**src/rtl/rdy_pkg.sv**
```systemverilog
package rdy_pkg;

    typedef struct packed {
        logic lat;
        logic bnd;
        logic slow;
    } wait_src_t;

    function automatic logic any_wait(input wait_src_t w);
        return w.lat | w.bnd | w.slow;
    endfunction

endpackage

```
**src/rtl/lat_counter.sv**
```systemverilog
module lat_counter #(
    parameter int LAT_W   = 3,
    parameter int LAT_MIN = 2
) (
    input  logic             clk,
    input  logic             rst,
    input  logic             clear,
    input  logic             load,
    input  logic [LAT_W-1:0] lat_val,
    output logic             busy
);
    localparam logic [LAT_W-1:0] MIN_V = LAT_W'(LAT_MIN);

    logic [LAT_W-1:0] cnt_q;
    logic [LAT_W-1:0] load_v;

    assign load_v = (lat_val < MIN_V) ? MIN_V : lat_val;
    assign busy   = (cnt_q != '0);

    always_ff @(posedge clk) begin
        if (rst || clear) begin
            cnt_q <= '0;
        end else if (load) begin
            cnt_q <= load_v;
        end else if (busy) begin
            cnt_q <= cnt_q - 1'b1;
        end
    end
endmodule

```
**src/rtl/slow_phase.sv**
```systemverilog
module slow_phase #(
    parameter int SLOW_DIV = 3
) (
    input  logic clk,
    input  logic rst,
    input  logic clear,
    input  logic load,
    input  logic run,
    output logic phase_last
);
    localparam int CNT_W = (SLOW_DIV > 2) ? $clog2(SLOW_DIV) : 1;
    localparam logic [CNT_W-1:0] LAST = CNT_W'(SLOW_DIV - 1);

    logic [CNT_W-1:0] ph_q;

    assign phase_last = (ph_q == LAST);

    always_ff @(posedge clk) begin
        if (rst || clear || load) begin
            ph_q <= '0;
        end else if (run) begin
            ph_q <= phase_last ? '0 : ph_q + 1'b1;
        end
    end
endmodule

```
**src/rtl/burst_addr.sv**
```systemverilog
module burst_addr #(
    parameter int ADDR_W = 16,
    parameter int WIN_W  = 6
) (
    input  logic              clk,
    input  logic              rst,
    input  logic              clear,
    input  logic              load,
    input  logic [ADDR_W-1:0] load_addr,
    input  logic              advance,
    input  logic              consume,
    output logic              bnd_wait
);
    localparam logic [WIN_W-1:0] BND_OFF = WIN_W'((1 << WIN_W) - 2);

    logic [ADDR_W-1:0] addr_q;
    logic              bnd_q;
    logic              at_edge;

    assign at_edge  = (addr_q[WIN_W-1:0] == BND_OFF);
    assign bnd_wait = bnd_q;

    always_ff @(posedge clk) begin
        if (rst || clear) begin
            addr_q <= '0;
            bnd_q  <= 1'b0;
        end else if (load) begin
            addr_q <= load_addr;
            bnd_q  <= 1'b0;
        end else begin
            if (advance) begin
                addr_q <= addr_q + 1'b1;
            end
            if (advance && at_edge) begin
                bnd_q <= 1'b1;
            end else if (consume) begin
                bnd_q <= 1'b0;
            end
        end
    end
endmodule

```
**src/rtl/burst_ready_gen.sv**
```systemverilog
module burst_ready_gen #(
    parameter int ADDR_W   = 16,
    parameter int WIN_W    = 6,
    parameter int LAT_W    = 3,
    parameter int LAT_MIN  = 2,
    parameter int SLOW_DIV = 3
) (
    input  logic              clk,
    input  logic              rst,
    input  logic              chip_en,
    input  logic              out_en,
    input  logic              burst_mode,
    input  logic              addr_valid,
    input  logic [ADDR_W-1:0] start_addr,
    input  logic [LAT_W-1:0]  lat_sel,
    input  logic              slow_clk,
    output logic              rdy,
    output logic              rdy_oe
);
    import rdy_pkg::*;

    logic      active_q;
    logic      clr;
    logic      load;
    logic      lat_busy;
    logic      slow_last;
    logic      bnd_wait;
    logic      in_data;
    logic      stall;
    logic      advance;
    logic      consume;
    wait_src_t wsrc;

    assign clr     = !chip_en || !burst_mode;
    assign load    = chip_en && burst_mode && addr_valid;
    assign in_data = active_q && !lat_busy;

    always_comb begin
        wsrc.lat  = lat_busy;
        wsrc.bnd  = bnd_wait;
        wsrc.slow = slow_clk && slow_last && in_data;
    end

    assign stall   = !clr && active_q && out_en && any_wait(wsrc);
    assign advance = !clr && in_data && out_en && !stall;
    assign consume = in_data && out_en;

    assign rdy    = chip_en && !stall;
    assign rdy_oe = chip_en;

    always_ff @(posedge clk) begin
        if (rst || clr) begin
            active_q <= 1'b0;
        end else if (load) begin
            active_q <= 1'b1;
        end
    end

    lat_counter #(.LAT_W(LAT_W), .LAT_MIN(LAT_MIN)) u_lat (
        .clk     (clk),
        .rst     (rst),
        .clear   (clr),
        .load    (load),
        .lat_val (lat_sel),
        .busy    (lat_busy)
    );

    slow_phase #(.SLOW_DIV(SLOW_DIV)) u_slow (
        .clk        (clk),
        .rst        (rst),
        .clear      (clr),
        .load       (load),
        .run        (in_data),
        .phase_last (slow_last)
    );

    burst_addr #(.ADDR_W(ADDR_W), .WIN_W(WIN_W)) u_addr (
        .clk       (clk),
        .rst       (rst),
        .clear     (clr),
        .load      (load),
        .load_addr (start_addr),
        .advance   (advance),
        .consume   (consume),
        .bnd_wait  (bnd_wait)
    );
endmodule

```
**config.mk**
```make
export PLATFORM = sky130hd
export DESIGN_NAME = burst_ready_gen
export DESIGN_NICKNAME = d
export VERILOG_FILES = /design/src/rtl/rdy_pkg.sv /design/src/rtl/lat_counter.sv /design/src/rtl/slow_phase.sv /design/src/rtl/burst_addr.sv /design/src/rtl/burst_ready_gen.sv
export SDC_FILE = /design/constraint.sdc
export NUM_CORES = 1
export LEC_CHECK = 0
export BUFFER_PORTS_ARGS = -buffer_cell sky130_fd_sc_hd__buf_2
export CORE_ASPECT_RATIO = 0.9
export CORE_MARGIN = 8
export CORE_UTILIZATION = 47
export CTS_BUF_LIST = sky130_fd_sc_hd__clkbuf_16
export DETAILED_ROUTE_END_ITERATION = 10
export PLACE_DENSITY_LB_ADDON = 0.25
export SYNTH_ARGS = -nofsm -noshare
export SYNTH_HDL_FRONTEND = slang
export SYNTH_HIERARCHICAL = 1
export SYNTH_SLANG_ARGS = --single-unit
```
**constraint.sdc**
```tcl
create_clock -name clk -period 2.2 [get_ports clk]
set_input_delay 0.22 -clock clk [delete_from_list [all_inputs] [get_ports clk]]
set_output_delay 0.22 -clock clk [all_outputs]
set_load 0.1 [all_outputs]
```
# Word level (Yosys, flattened, before mapping)
# Cells that the tools add are included.
# totals
register_bits,23
inputBits,26
out_inout_bits,2
wordCells,48
# op_classes
add_sub_neg,3
n_lt_le_gt_ge,1
n_eq_ne,2
n_mux,8
n_bitwise,2
n_reduce_logical,27
# op_table
op,count
$mux W16,2
$add A16 B1 Y16 const B,1
$logic_and A1 B1 Y1,14
$mux W3,3
$eq A6 B6 Y1 const B,1
$reduce_bool A2 Y1,3
$logic_not A1 Y1,5
$logic_or A1 B1 Y1,3
$lt A3 B2 Y1 const B,1
$reduce_bool A3 Y1,1
$sub A3 B1 Y3 const B,1
$add A2 B1 Y2 const B,1
$eq A2 B2 Y1 const B,1
$mux W1,2
$mux W2,1
$or A1 B1 Y1,2
$reduce_or A2 Y1,1

# Longest topological paths before layout
# Gate-level depths: netlist (run 1).
# logic_depth
ltp_word,10
mapped_depth,9
ltp_nobuf,8

# Modules after synthesis
# The synthesis (run 1) kept the hierarchy.
# by_module_without_submodules
mod,instances,cells_each,area_per_inst_um2,seq_area_each_um2
burst_addr,1,43,389.1,140.1
lat_counter,1,21,200.2,60.1
slow_phase,1,10,95.1,40.0
burst_ready_gen,1,13,86.3,20.0

# Worst setup path before layout (run 1)
# OpenSTA, ideal clock, no wires.
# synth_path
path_type,register to output
from,register u_lat.cnt_q[0]
to,output port rdy
arrival_ps,2538
t_required_ps,1980
slack_ps,-558
path_stages_with_launch,6
path_buffers,0
cell_sequence,dfxtp_1 > inv_1 > ha_1 > nand2b_4 > a211o_1 > a41oi_1
# synth_via
elab_chain_cells,8
elab_cells_between_ends,9
classes_between,bitwise (2); reduce/logical (7)
# synth_rtl
element,line,source
from (decl),lat_counter.sv:14,logic [LAT_W-1:0] cnt_q;
from (signal assigned),lat_counter.sv:24,cnt_q <= load_v;
from (signal assigned),lat_counter.sv:26,cnt_q <= cnt_q - 1'b1;
$reduce_bool A3 Y1 (*),lat_counter.sv:18,assign busy = (cnt_q != '0);
named net lat_busy,burst_ready_gen.sv:25,logic lat_busy;
$logic_not A1 Y1,burst_ready_gen.sv:36,assign in_data = active_q && !lat_busy;
$logic_and A1 B1 Y1,burst_ready_gen.sv:36,
$logic_and A1 B1 Y1,burst_ready_gen.sv:41,wsrc.slow = slow_clk && slow_last && in_data;
$or A1 B1 Y1 (*),rdy_pkg.sv:10,return w.lat | w.bnd | w.slow;
$logic_and A1 B1 Y1 (*),burst_ready_gen.sv:44,assign stall = !clr && active_q && out_en && any_wait(wsrc);
$logic_not A1 Y1 (*),burst_ready_gen.sv:48,assign rdy = chip_en && !stall;
$logic_and A1 B1 Y1 (*),burst_ready_gen.sv:48,
to (decl),burst_ready_gen.sv:17,"output logic rdy,"
# The timed path passes the listed nets; every way through them passes the cells marked *.

# Final worst setup path (run 1)
# layout_path
from,register u_lat.cnt_q[0]
to,register u_addr.addr_q[5]
# layout_via
elab_chain_cells,9
elab_cells_between_ends,12
classes_between,bitwise (2); reduce/logical (10)
# layout_rtl
element,line,source
$reduce_bool A3 Y1 (*),lat_counter.sv:18,
named net lat_busy,burst_ready_gen.sv:25,
$logic_not A1 Y1,burst_ready_gen.sv:36,
$logic_and A1 B1 Y1,burst_ready_gen.sv:36,
$logic_and A1 B1 Y1,burst_ready_gen.sv:41,
$or A1 B1 Y1,rdy_pkg.sv:10,
$logic_and A1 B1 Y1,burst_ready_gen.sv:44,
$logic_not A1 Y1,burst_ready_gen.sv:45,assign advance = !clr && in_data && out_en && !stall;
$logic_and A1 B1 Y1 (*),burst_ready_gen.sv:45,
named net advance,burst_ready_gen.sv:30,logic advance;
$reduce_bool A2 Y1 (no source line) (*),n/a,
to (signal assigned),burst_addr.sv:28,addr_q <= load_addr;
to (signal assigned),burst_addr.sv:32,addr_q <= addr_q + 1'b1;
to (decl),burst_addr.sv:16,logic [ADDR_W-1:0] addr_q;
# Marked as above.
# A chain may end at the register's enable or synchronous reset.

==> results of run 1 <==
power by group through the flow:
stage	sequential, mW	clock [mW]	combinational (mW)
5_1_grt	0.242	0.351	0.0700
3_3_place_gp	0.246	0	0.0621
6_report	0.242	0.340	0.0640
3_5_place_dp	0.246	0	0.0641
4_1_cts	0.242	0.348	0.0642
2_1_floorplan	0.245	0	0.0419
final cells by class:
cell class | instances | area share (%)
multi-input cells | 66 | 49.7
flip-flops and latches | 13 | 26.9
repair buffers | 18 | 9.83
clock buffers | 3 | 7.76
well taps | 24 | 3.10
inverters | 6 | 2.33
clock inverters | 1 | 0.388
cells in the mapped netlist:
library cell	instances
a31oi_1	1
xor2_1	3
or3b_1	1
o21bai_1	1
xnor2_1	1
nand4_4	1
and2_1	1
nor3b_1	2
or3_1	2
o211ai_1	1
nand4_1	2
nand3b_1	1
nand2_1	8
o22ai_1	1
a41oi_1	1
o221a_2	1
a21oi_1	4
or2_2	1
nand2_4	1
o21ai_0	6
a2111oi_2	2
nand2b_1	2
a21boi_1	1
buf_4	2
nor3_1	3
and3_1	1
dfxtp_1	13
inv_1	6
ha_1	4
nor2b_1	3
nor2_1	5
nand2b_4	1
mux2i_1	1
a21oi_2	1
a211o_1	1
and3b_1	1
state kept, by name (all words and copies together), names as in the netlist:
name / cells
u_addr/addr_q: 6
u_lat/cnt_q: 3
u_slow/ph_q: 2
active_q: 1
u_addr/bnd_wait: 1
path summary, 6_finish.rpt:
kind	slack, ns	end	from
worst max-delay path	0.14	u_addr/addr_q[5]	u_lat/cnt_q[0]
worst min-delay path	0.23	u_addr/addr_q[2]	rst
worst max register to register	0.14	u_addr/addr_q[5]	u_lat/cnt_q[0]
worst min register to register	0.51	u_slow/ph_q[1]	u_slow/ph_q[1]
per-stage QoR:
| step | total power [mW] | worst slack (ns) |
|---|---|---|
| 3_5_place_dp | 0.310 | 0.152 |
| 6_report | 0.646 | 0.137 |
| 3_3_place_gp | 0.308 | 0.164 |
| 2_1_floorplan | 0.287 | 0.0603 |
| 4_1_cts | 0.653 | 0.0737 |
| 5_1_grt | 0.663 | 0.00872 |
logic make-up (layout without fill, tap and decap cells):
logic type,after synthesis,after routing
flip-flops,13,13
XOR/XNOR,4,4
multiplexers,1,1
AO/OA/AOI/OAI,21,21
buffers and inverters,8,28
AND/OR/NAND/NOR,36,36
adder cells (fa/ha/maj),4,4
layer usage:
layer	vias up	global-route usage, %	routed length (um)
met5	-	0	0
met4	0	9.52	47
met3	5	3.76	70
met2	14	21.8	841
met1	320	11.3	730
li1	351	-	-
worst max-delay path, cell delays in order (launching register included):
cell and delay, ns:
dfxtp_1 0.30, inv_1 0.10, ha_1 0.22, nand2b_4 0.09
a211o_1 0.31, nor3_1 0.17, buf_4 0.19, nand4_4 0.11
or3_1 0.32, a31oi_1 0.17
repair_timing:
item,in CTS,in global routing
setup endpoints to repair,0,1
resized for setup,0,1
hold endpoints to repair,0,0
cells in the final DEF, fill, tap and decap left out, types with 2 or more instances in the layout:
cell	netlist	routed
a2111oi_2	2	2
or3_1	2	2
nor2b_1	3	3
xor2_1	3	3
o21ai_0	6	6
nor2_1	5	5
clkbuf_16	0	3
nand2b_1	2	2
ha_1	4	4
inv_1	6	7
nand2_1	8	8
nor3_1	3	3
dfxtp_1	13	13
a21oi_1	4	4
nor3b_1	2	2
buf_2	0	16
nand4_1	2	2
==> run metrics, run 1 <==
status completed; root buffer cell clkbuf_16; # DRC 0; core box area 1610 um^2; internal power 0.502 mW; share of layout cells above drive strength 1 28.0%; Num CTS Buffers 3; area leader, netlist dfxtp_1; Net Sw Frac 22.3%; CTS H-Tree Depth 1; clk buf depth 2; syn_nets 117; share of power burned in registers 37.4%; Final #Nets 138; Worst setup SP type flip-flop; Net Switching 0.144 mW; crit share post-route 93.8%; simple-gate portion of the synthesized area 29.2%; number of distinct library cells after synthesis 36; post-synthesis xor/xnor area fraction 4.55%; Synth Cell Area 771 um^2; Setup TNS 0 ns; post-CTS setup buffers 0; ANT nets after route 0; Worst-path clk slew 0.04 ns; placed insts 127; WL final 1690 um; die area 3190 um^2; Final setup viols 0; post-cts hold buffer count 0; Syn Inst Count 87; Critical Path RT 2.37 ns; final core utilization 60.0%; crit path max fanout 7; # fillers 156; total track usage 12.0%; minimum clock period 2.06 ns; area grow syn2layout 25.5%; Mean Syn Cell Area 8.86 um^2; largest net degree at the start of global routing 13; Worst VDD drop 0.432 mV; combinational power share 9.9%; max cap viols 0; ant diodes 0; final hold violation count 0; row count 14; First-pass DRT Iterations 4; Vias/cell 5.27; final std cells w/o fill 131; global-route wire length before repair 2780 um; Pwr Density 668 nW/um^2; sequential area share after synthesis 33.8%; hpwl dp 1290 um; Worst EP arrival 2.23 ns; drt wl/cell 12.9 um; multi-input logic area 480 um^2; skew final 0.00183 ns; initial antenna violation count 0; grt ovf 0; worst-skew pair later-pin latency 0.24 ns; placer's final routability congestion estimate 0.752; DRT iter0 DRCs 6; Peak Freq 0.485 GHz; Crit. End Element flip-flop; Fin Hold WS 0.228 ns; Seq. cell area 260 um^2; leakage 0.397 nW; mux contribution to synthesized area 1.30%; Clk network pwr share 52.7%; RSZ-0062 raised after global routing false; DR vias 690; pin slew with the least headroom to its limit 0.488 ns; post-synthesis compound-gate area fraction 19.8%; CTS tree yes; post-synthesis adder-cell area fraction 6.49%; Syn. warnings 6; # IOs 28; HP Class primary input to flip-flop; die height 54.4 um; Yosys reg bits 13; vias in the first global route 693; top post-synthesis cells by area dfxtp_1, ha_1, o21ai_0, a2111oi_2, nand2_1; Setup CP Type flip-flop to flip-flop; Max Slew Vio Count 0; Post-DP Area 886 um^2; Final Cell Area 967 um^2; Initial Util 47.8%; clock sinks 13; Die Wd 58.7 um; Yosys top cell area share 33.8%; largest family of logic cells by synthesized area simple AND/OR/NAND/NOR gates; number of buffers inserted by port buffering 17; r2r worst-path depth 9; Slew headroom 67.7%; hold path depth 2
Note: power is estimated with default switching activity, not from simulation.
==> run 2: changes to the inputs <==
--- a/config.mk
+++ b/config.mk
@@ -8,10 +8,10 @@
 export BUFFER_PORTS_ARGS = -buffer_cell sky130_fd_sc_hd__buf_2
 export CORE_ASPECT_RATIO = 0.9
 export CORE_MARGIN = 8
-export CORE_UTILIZATION = 47
+export CORE_UTILIZATION = 50
 export CTS_BUF_LIST = sky130_fd_sc_hd__clkbuf_16
 export DETAILED_ROUTE_END_ITERATION = 10
-export PLACE_DENSITY_LB_ADDON = 0.25
+export PLACE_DENSITY = 0.87
 export SYNTH_ARGS = -nofsm -noshare
 export SYNTH_HDL_FRONTEND = slang
 export SYNTH_HIERARCHICAL = 1
==> constraint.sdc (replaced) <==
create_clock -name clk -period 2.4 [get_ports clk]
set_input_delay 0.24 -clock clk [delete_from_list [all_inputs] [get_ports clk]]
set_output_delay 0.24 -clock clk [all_outputs]
set_load 0.1 [all_outputs]
==> run metrics, run 2 (synthesis results as in run 1) <==
status completed (unchanged); ANT nets after route 0 (unchanged); HP Class primary input to flip-flop (unchanged); Worst-path clk slew 0.04 ns (about the same); post-CTS setup buffers 0 (unchanged); root buffer cell clkbuf_16 (unchanged); worst-skew pair later-pin latency 0.24 ns (about the same); First-pass DRT Iterations 4 (unchanged); placer's final routability congestion estimate 0.794 (was 0.752); Regs by FF count u_addr/addr_q: 6 flops, u_lat/cnt_q: 3 flops, u_slow/ph_q: 2 flops (unchanged); Worst setup startpoint u_lat/cnt_q[0] (unchanged); die height 53.2 um (was 54.4 um); largest reg by FF count u_addr/addr_q (unchanged); Worst VDD drop 0.397 mV (was 0.432 mV); total track usage 14.0% (was 12.0%); RSZ-0062 raised after global routing false (unchanged); Num CTS Buffers 3 (unchanged); crit share post-route 90.9%; die area 3060 um^2 (was 3190 um^2); r2r worst-path depth 9 (unchanged); CTS H-Tree Depth 1 (unchanged); Vias/cell 5.85 (was 5.27); Pwr Total 0.588 mW (was 0.646 mW); minimum clock period 2.18 ns; commonest non-fill, non-tap cell in the layout buf_2 (unchanged); Pwr Density 617 nW/um^2 (was 668 nW/um^2); most frequent cells in the layout buf_2, dfxtp_1, nand2_1, inv_1, o21ai_0 (unchanged); clk buf depth 2 (unchanged); grt ovf 0 (unchanged); pin slew with the least headroom to its limit 0.490 ns (was 0.488 ns); cts repair resizes 0 (unchanged); Critical Path RT 2.16 ns (was 2.37 ns); Peak Freq 0.458 GHz; drt wl/cell 16.5 um (was 12.9 um); initial antenna violation count 0 (unchanged); max cap viols 0 (unchanged); row count 13 (was 14); # IOs 28 (unchanged); clock sinks 13 (unchanged); r2r setup slk 0.26 ns (was 0.14 ns); hpwl dp 1350 um (was 1290 um); Crit. End Element output pin (was flip-flop); Worst EP arrival 1.94 ns (was 2.23 ns); Die Wd 57.4 um (was 58.7 um); hold path depth 2 (unchanged); core box area 1450 um^2 (was 1610 um^2); ant diodes 0 (unchanged); Max Slew Vio Count 0 (unchanged); Setup TNS 0 ns (unchanged); # DRC 0 (unchanged); final hold violation count 0 (unchanged); Setup CP Type flip-flop to output pin (was flip-flop to flip-flop); Setup Slack @ Placement 0.313 ns (was 0.152 ns); Final setup viols 0 (unchanged); Setup WS post-layout 0.217 ns (was 0.137 ns); # fillers 122 (was 156); WL final 2010 um (was 1690 um); CTS tree yes (unchanged); Hold EP u_addr/addr_q[2] (unchanged); Critical R2R Capture u_addr/addr_q[5] (unchanged); reg2reg start u_lat/cnt_q[0] (unchanged); max reg flops 6 (unchanged); DRT iter0 DRCs 27 (was 6); crit path max fanout 6 (was 7); Hold Startpoint rst (unchanged); cells along the critical path inv_1, ha_1, nand2b_4, a211o_1, a41oi_2, buf_2 (was inv_1, ha_1, nand2b_4, a211o_1, nor3_1, buf_4, nand4_4, or3_1, a31oi_1); area grow syn2layout 23.7% (was 25.5%); Initial Util 53.2% (was 47.8%); number of buffers inserted by port buffering 17 (unchanged); Fin Hold WS 0.251 ns (was 0.228 ns); post-cts hold buffer count 0 (unchanged); Worst setup SP type flip-flop (unchanged); Final #Nets 138 (unchanged); Crit-path slowest cell buf_2 (was or3_1); skew final 0.00152 ns (was 0.00183 ns); Slew headroom 67.6% (was 67.7%); CP peak stage delay 0.45 ns (was 0.32 ns); DR vias 714 (was 690); largest net degree at the start of global routing 13 (unchanged); leakage 0.396 nW (was 0.397 nW); vias in the first global route 786 (was 693); share of layout cells above drive strength 1 28.0% (unchanged); global-route wire length before repair 3260 um (was 2780 um)
==> run 2: metal layers <==
metal,up-vias,part of all wire (%),track usage [%]
met5,-,0,0
met4,0,4.5,11.2
met1,315,41,13.4
met2,38,50,26.7
li1,349,-,-
met3,12,5.2,2.17
==> run 2: cell type report <==
type | instances | area, um^2 | area share, %
Clock buffer | 3 | 75.1 | 7.87
Tap cell | 15 | 18.8 | 1.97
Timing Repair Buffer | 18 | 92.6 | 9.71
Multi-Input combinational cell | 66 | 480 | 50.4
Sequential cell | 13 | 260 | 27.3
Clock inverter | 1 | 3.75 | 0.394
Inverter | 6 | 22.5 | 2.36
==> run 2: worst max-delay path by stage <==
stage / end / slack, ns / cells after the start
finish: rdy / 0.22 / 6
global route: u_addr/addr_q[5] / 0.13 / 9
CTS: rdy / 0.21 / 6
detailed placement: u_addr/addr_q[2] / 0.31 / 9
global placement: u_addr/addr_q[2] / 0.40 / 9
floorplan: rdy / 0.24 / 5
==> run 2: worst max-delay path, delay by kind of cell, from the launching register on <==
| kind | cells | cell delay, ns |
|---|---|---|
| adders and majority gates | 1 | 0.23 |
| and+or+nand+nor | 1 | 0.10 |
| DFF | 1 | 0.30 |
| AOI/OAI and AO/OA | 2 | 0.52 |
| buffers and inverters | 2 | 0.56 |
==> run 2: where the power goes <==
part	switching (mW)	internal, mW
logic	0.0392	0.0212
clock network	0.0868	0.219
registers	0.00258	0.219
total	0.129	0.460
==> run 2: metrics by stage <==
stage / instances / area [um^2] / util (%)
finish: 122 / 953 / 65.9
global route: 122 / 953 / 65.9
CTS: 122 / 953 / 65.9
detailed placement: 118 / 875 / 60.4
global placement: 118 / 875 / 60.4
floorplan: 87 / 778 / -
==> run 3: changes to the inputs <==
--- a/config.mk
+++ b/config.mk
@@ -6,13 +6,14 @@
 export NUM_CORES = 1
 export LEC_CHECK = 0
 export BUFFER_PORTS_ARGS = -buffer_cell sky130_fd_sc_hd__buf_2
+export CELL_PAD_IN_SITES_DETAIL_PLACEMENT = 1
+export CELL_PAD_IN_SITES_GLOBAL_PLACEMENT = 1
 export CORE_ASPECT_RATIO = 0.9
 export CORE_MARGIN = 8
-export CORE_UTILIZATION = 50
+export CORE_UTILIZATION = 38
 export CTS_BUF_LIST = sky130_fd_sc_hd__clkbuf_16
 export DETAILED_ROUTE_END_ITERATION = 10
 export PLACE_DENSITY = 0.87
 export SYNTH_ARGS = -nofsm -noshare
 export SYNTH_HDL_FRONTEND = slang
-export SYNTH_HIERARCHICAL = 1
 export SYNTH_SLANG_ARGS = --single-unit
==> run metrics, run 3 <==
die height 60.8 um (was 53.2 um); largest net degree at the start of global routing 18 (was 13); DRT iter0 DRCs 2 (was 27); worst-skew pair later-pin latency 0.24 ns (about the same); Setup Slack @ Placement 0.443 ns (was 0.313 ns); RSZ-0062 raised after global routing false (unchanged); Slew headroom 54.8% (was 67.6%); Pwr Density 587 nW/um^2 (was 617 nW/um^2); Worst-path clk slew 0.05 ns (was 0.04 ns); First-pass DRT Iterations 3 (was 4); clock sinks 13 (unchanged); Vias/cell 5.34 (was 5.85); Critical Path RT 2.16 ns (about the same); Pwr Total 0.600 mW (was 0.588 mW); ant diodes 0 (unchanged); max cap viols 0 (unchanged); number of distinct library cells after synthesis 35 (was 36); total track usage 11.8% (was 14.0%); syn_nets 123 (was 117); Synth Cell Area 847 um^2 (was 771 um^2); cts repair resizes 0 (unchanged); initial antenna violation count 0 (unchanged); Final setup viols 0 (unchanged); crit path max fanout 4 (was 6); multi-input logic area 526 um^2 (was 480 um^2); Worst setup SP type flip-flop (unchanged); row count 16 (was 13); number of buffers inserted by port buffering 17 (unchanged); Peak Freq 0.469 GHz (was 0.458 GHz); Regs by FF count u_addr.addr_q: 6 flops, u_lat.cnt_q: 3 flops, u_slow.ph_q: 2 flops (was u_addr/addr_q: 6 flops, u_lat/cnt_q: 3 flops, u_slow/ph_q: 2 flops); Initial Util 39.5% (was 53.2%); internal power 0.462 mW (was 0.460 mW); hpwl dp 1570 um (was 1350 um); share of power burned in registers 36.9% (was 37.7%); Top Layer Used met4 (unchanged); Yosys top cell area share 30.7% (was 33.8%); pin slew with the least headroom to its limit 0.676 ns (was 0.490 ns); Net Switching 0.138 mW (was 0.129 mW); Mean Syn Cell Area 9.11 um^2 (was 8.86 um^2); post-cts hold buffer count 0 (unchanged); Worst EP arrival 1.89 ns (was 1.94 ns); area grow syn2layout 20.7% (was 23.7%); WL final 2120 um (was 2010 um); Setup TNS 0 ns (unchanged); Final #Nets 141 (was 138); Setup WS post-layout 0.268 ns (was 0.217 ns); most frequent cells in the layout buf_2, dfxtp_1, nor2_1, inv_1 (was buf_2, dfxtp_1, nand2_1, inv_1, o21ai_0); Clk network pwr share 52.6% (was 52.0%); most numerous cell in the Yosys netlist dfxtp_1 (unchanged); CTS tree yes (unchanged); synth cell count leaders dfxtp_1, nor2_1, inv_1 (was dfxtp_1, nand2_1, inv_1, o21ai_0, nor2_1); Worst VDD drop 0.331 mV (was 0.397 mV); final hold violation count 0 (unchanged); Synth async-reset ratio 0% (unchanged); EDFF count, synth 0 (unchanged); Net Sw Frac 23.0% (was 21.9%); grt ovf 0 (unchanged); vias in the first global route 812 (was 786); CTS H-Tree Depth 1 (unchanged); # IOs 28 (unchanged); ANT nets after route 0 (unchanged); top post-synthesis cells by area dfxtp_1, ha_1, nor4_4, nor2_1, xnor2_1 (was dfxtp_1, ha_1, o21ai_0, a2111oi_2, nand2_1); Crit. End Element output pin (unchanged); crit share post-route 88.8% (was 90.9%); commonest non-fill, non-tap cell in the layout buf_2 (unchanged); global-route wire length before repair 3640 um (was 3260 um); Met1 Wirelength 1000 um (was 817 um); Die Wd 65.8 um (was 57.4 um); Max Slew Vio Count 0 (unchanged); post-CTS setup buffers 0 (unchanged); die area 4000 um^2 (was 3060 um^2); Syn Inst Count 93 (was 87); share of layout cells above drive strength 1 30.9% (was 28.0%); drt wl/cell 15.4 um (was 16.5 um); max reg flops 6 (unchanged); Num CTS Buffers 3 (unchanged); main flop type after synthesis dfxtp_1 (unchanged); DR vias 731 (was 714); skew final 0.00142 ns (was 0.00152 ns); Yosys reg bits 13 (unchanged); root buffer cell clkbuf_16 (unchanged); metal3 WL 52 um (was 105 um); Syn. warnings 0 (was 6); minimum clock period 2.13 ns (was 2.18 ns); core box area 2140 um^2 (was 1450 um^2); # fillers 259 (was 122); Seq. cell area 260 um^2 (unchanged); # DRC 0 (unchanged); area leader, netlist dfxtp_1 (unchanged); sequential area share after synthesis 30.7% (was 33.8%); largest reg by FF count u_addr.addr_q (was u_addr/addr_q); leakage 0.375 nW (was 0.396 nW); HP Class primary input to flip-flop (unchanged); clk buf depth 2 (unchanged); Setup CP Type flip-flop to output pin (unchanged); status completed (unchanged); combinational power share 10.5% (was 10.3%); DR WL met2 1030 um (was 996 um); placer's final routability congestion estimate 0.711 (was 0.794)
==> run 3: changes by cell type after synthesis, sizes merged, moves of 3 or more <==
cell    change
nand3       +3
nor2        +5
xnor2       +3
nor2b       -3
a211oi      +5
nand2       -6
xor2        -3
nor4        +4
==> run 3: worst paths after layout <==
path | startpoint | to | slack, ns | cells past startpoint
worst max-delay path | u_lat.cnt_q[0] | rdy | 0.27 | 6
worst min register to register | u_addr.addr_q[5] | u_addr.bnd_wait | 0.54 | 2
worst min-delay path | start_addr[3] | u_addr.addr_q[3] | 0.24 | 3
worst max register to register | u_lat.cnt_q[0] | u_addr.bnd_wait | 0.45 | 7
==> run 3: power by group through the flow <==
stage	logic, mW	clock network (mW)	registers [mW]
3_5_place_dp	0.0631	0	0.225
4_1_cts	0.0637	0.318	0.222
6_report	0.0629	0.316	0.221
3_3_place_gp	0.0606	0	0.225
5_1_grt	0.0682	0.332	0.222
2_1_floorplan	0.0406	0	0.225
==> run 3: logic make-up (layout without fill, tap and decap cells) <==
family | after synthesis | count (layout) | synth area share, %
buffers and inverters | 13 | 30 | 7.24
and+or+nand+nor | 38 | 38 | 32.5
AOI/OAI and AO/OA | 19 | 19 | 17.1
xor gates and xnor gates | 4 | 4 | 4.14
adders and majority gates | 4 | 4 | 5.91
muxes | 2 | 2 | 2.36
DFF | 13 | 13 | 30.7
==> run 3: area by class of cell <==
| class | instances | area share, % |
|---|---|---|
| Tap cell | 27 | 3.30 |
| Clock buffer | 3 | 7.34 |
| Multi-Input combinational cell | 67 | 51.4 |
| Inverter | 8 | 2.94 |
| Timing Repair Buffer | 18 | 9.06 |
| Clock inverter | 1 | 0.490 |
| Sequential cell | 13 | 25.5 |
==> run 3: layer usage <==
layer / up-vias / GRT usage, %
met5: - / 0
met4: 0 / 4.66
met3: 4 / 2.58
met2: 14 / 20.1
met1: 346 / 14.0
li1: 367 / -
==> run 3: worst max-delay path, cell delays in order, from the launching register on <==
cell and delay [ns]:
dfxtp_1 0.29, inv_1 0.10, ha_1 0.23, or3b_1 0.39, nor2_1 0.10, o21a_1 0.11
buf_2 0.42
==> run 3: stage by stage <==
stage / area [um^2] / util, % / std cells / hold WS [ns]
floorplan: 847 / - / 93 / 0.313
global placement: 942 / 44.0 / 133 / 0.482
detailed placement: 942 / 44.0 / 133 / 0.485
CTS: 1020 / 47.7 / 137 / 0.238
global route: 1020 / 47.7 / 137 / 0.263
finish: 1020 / 47.7 / 137 / 0.238
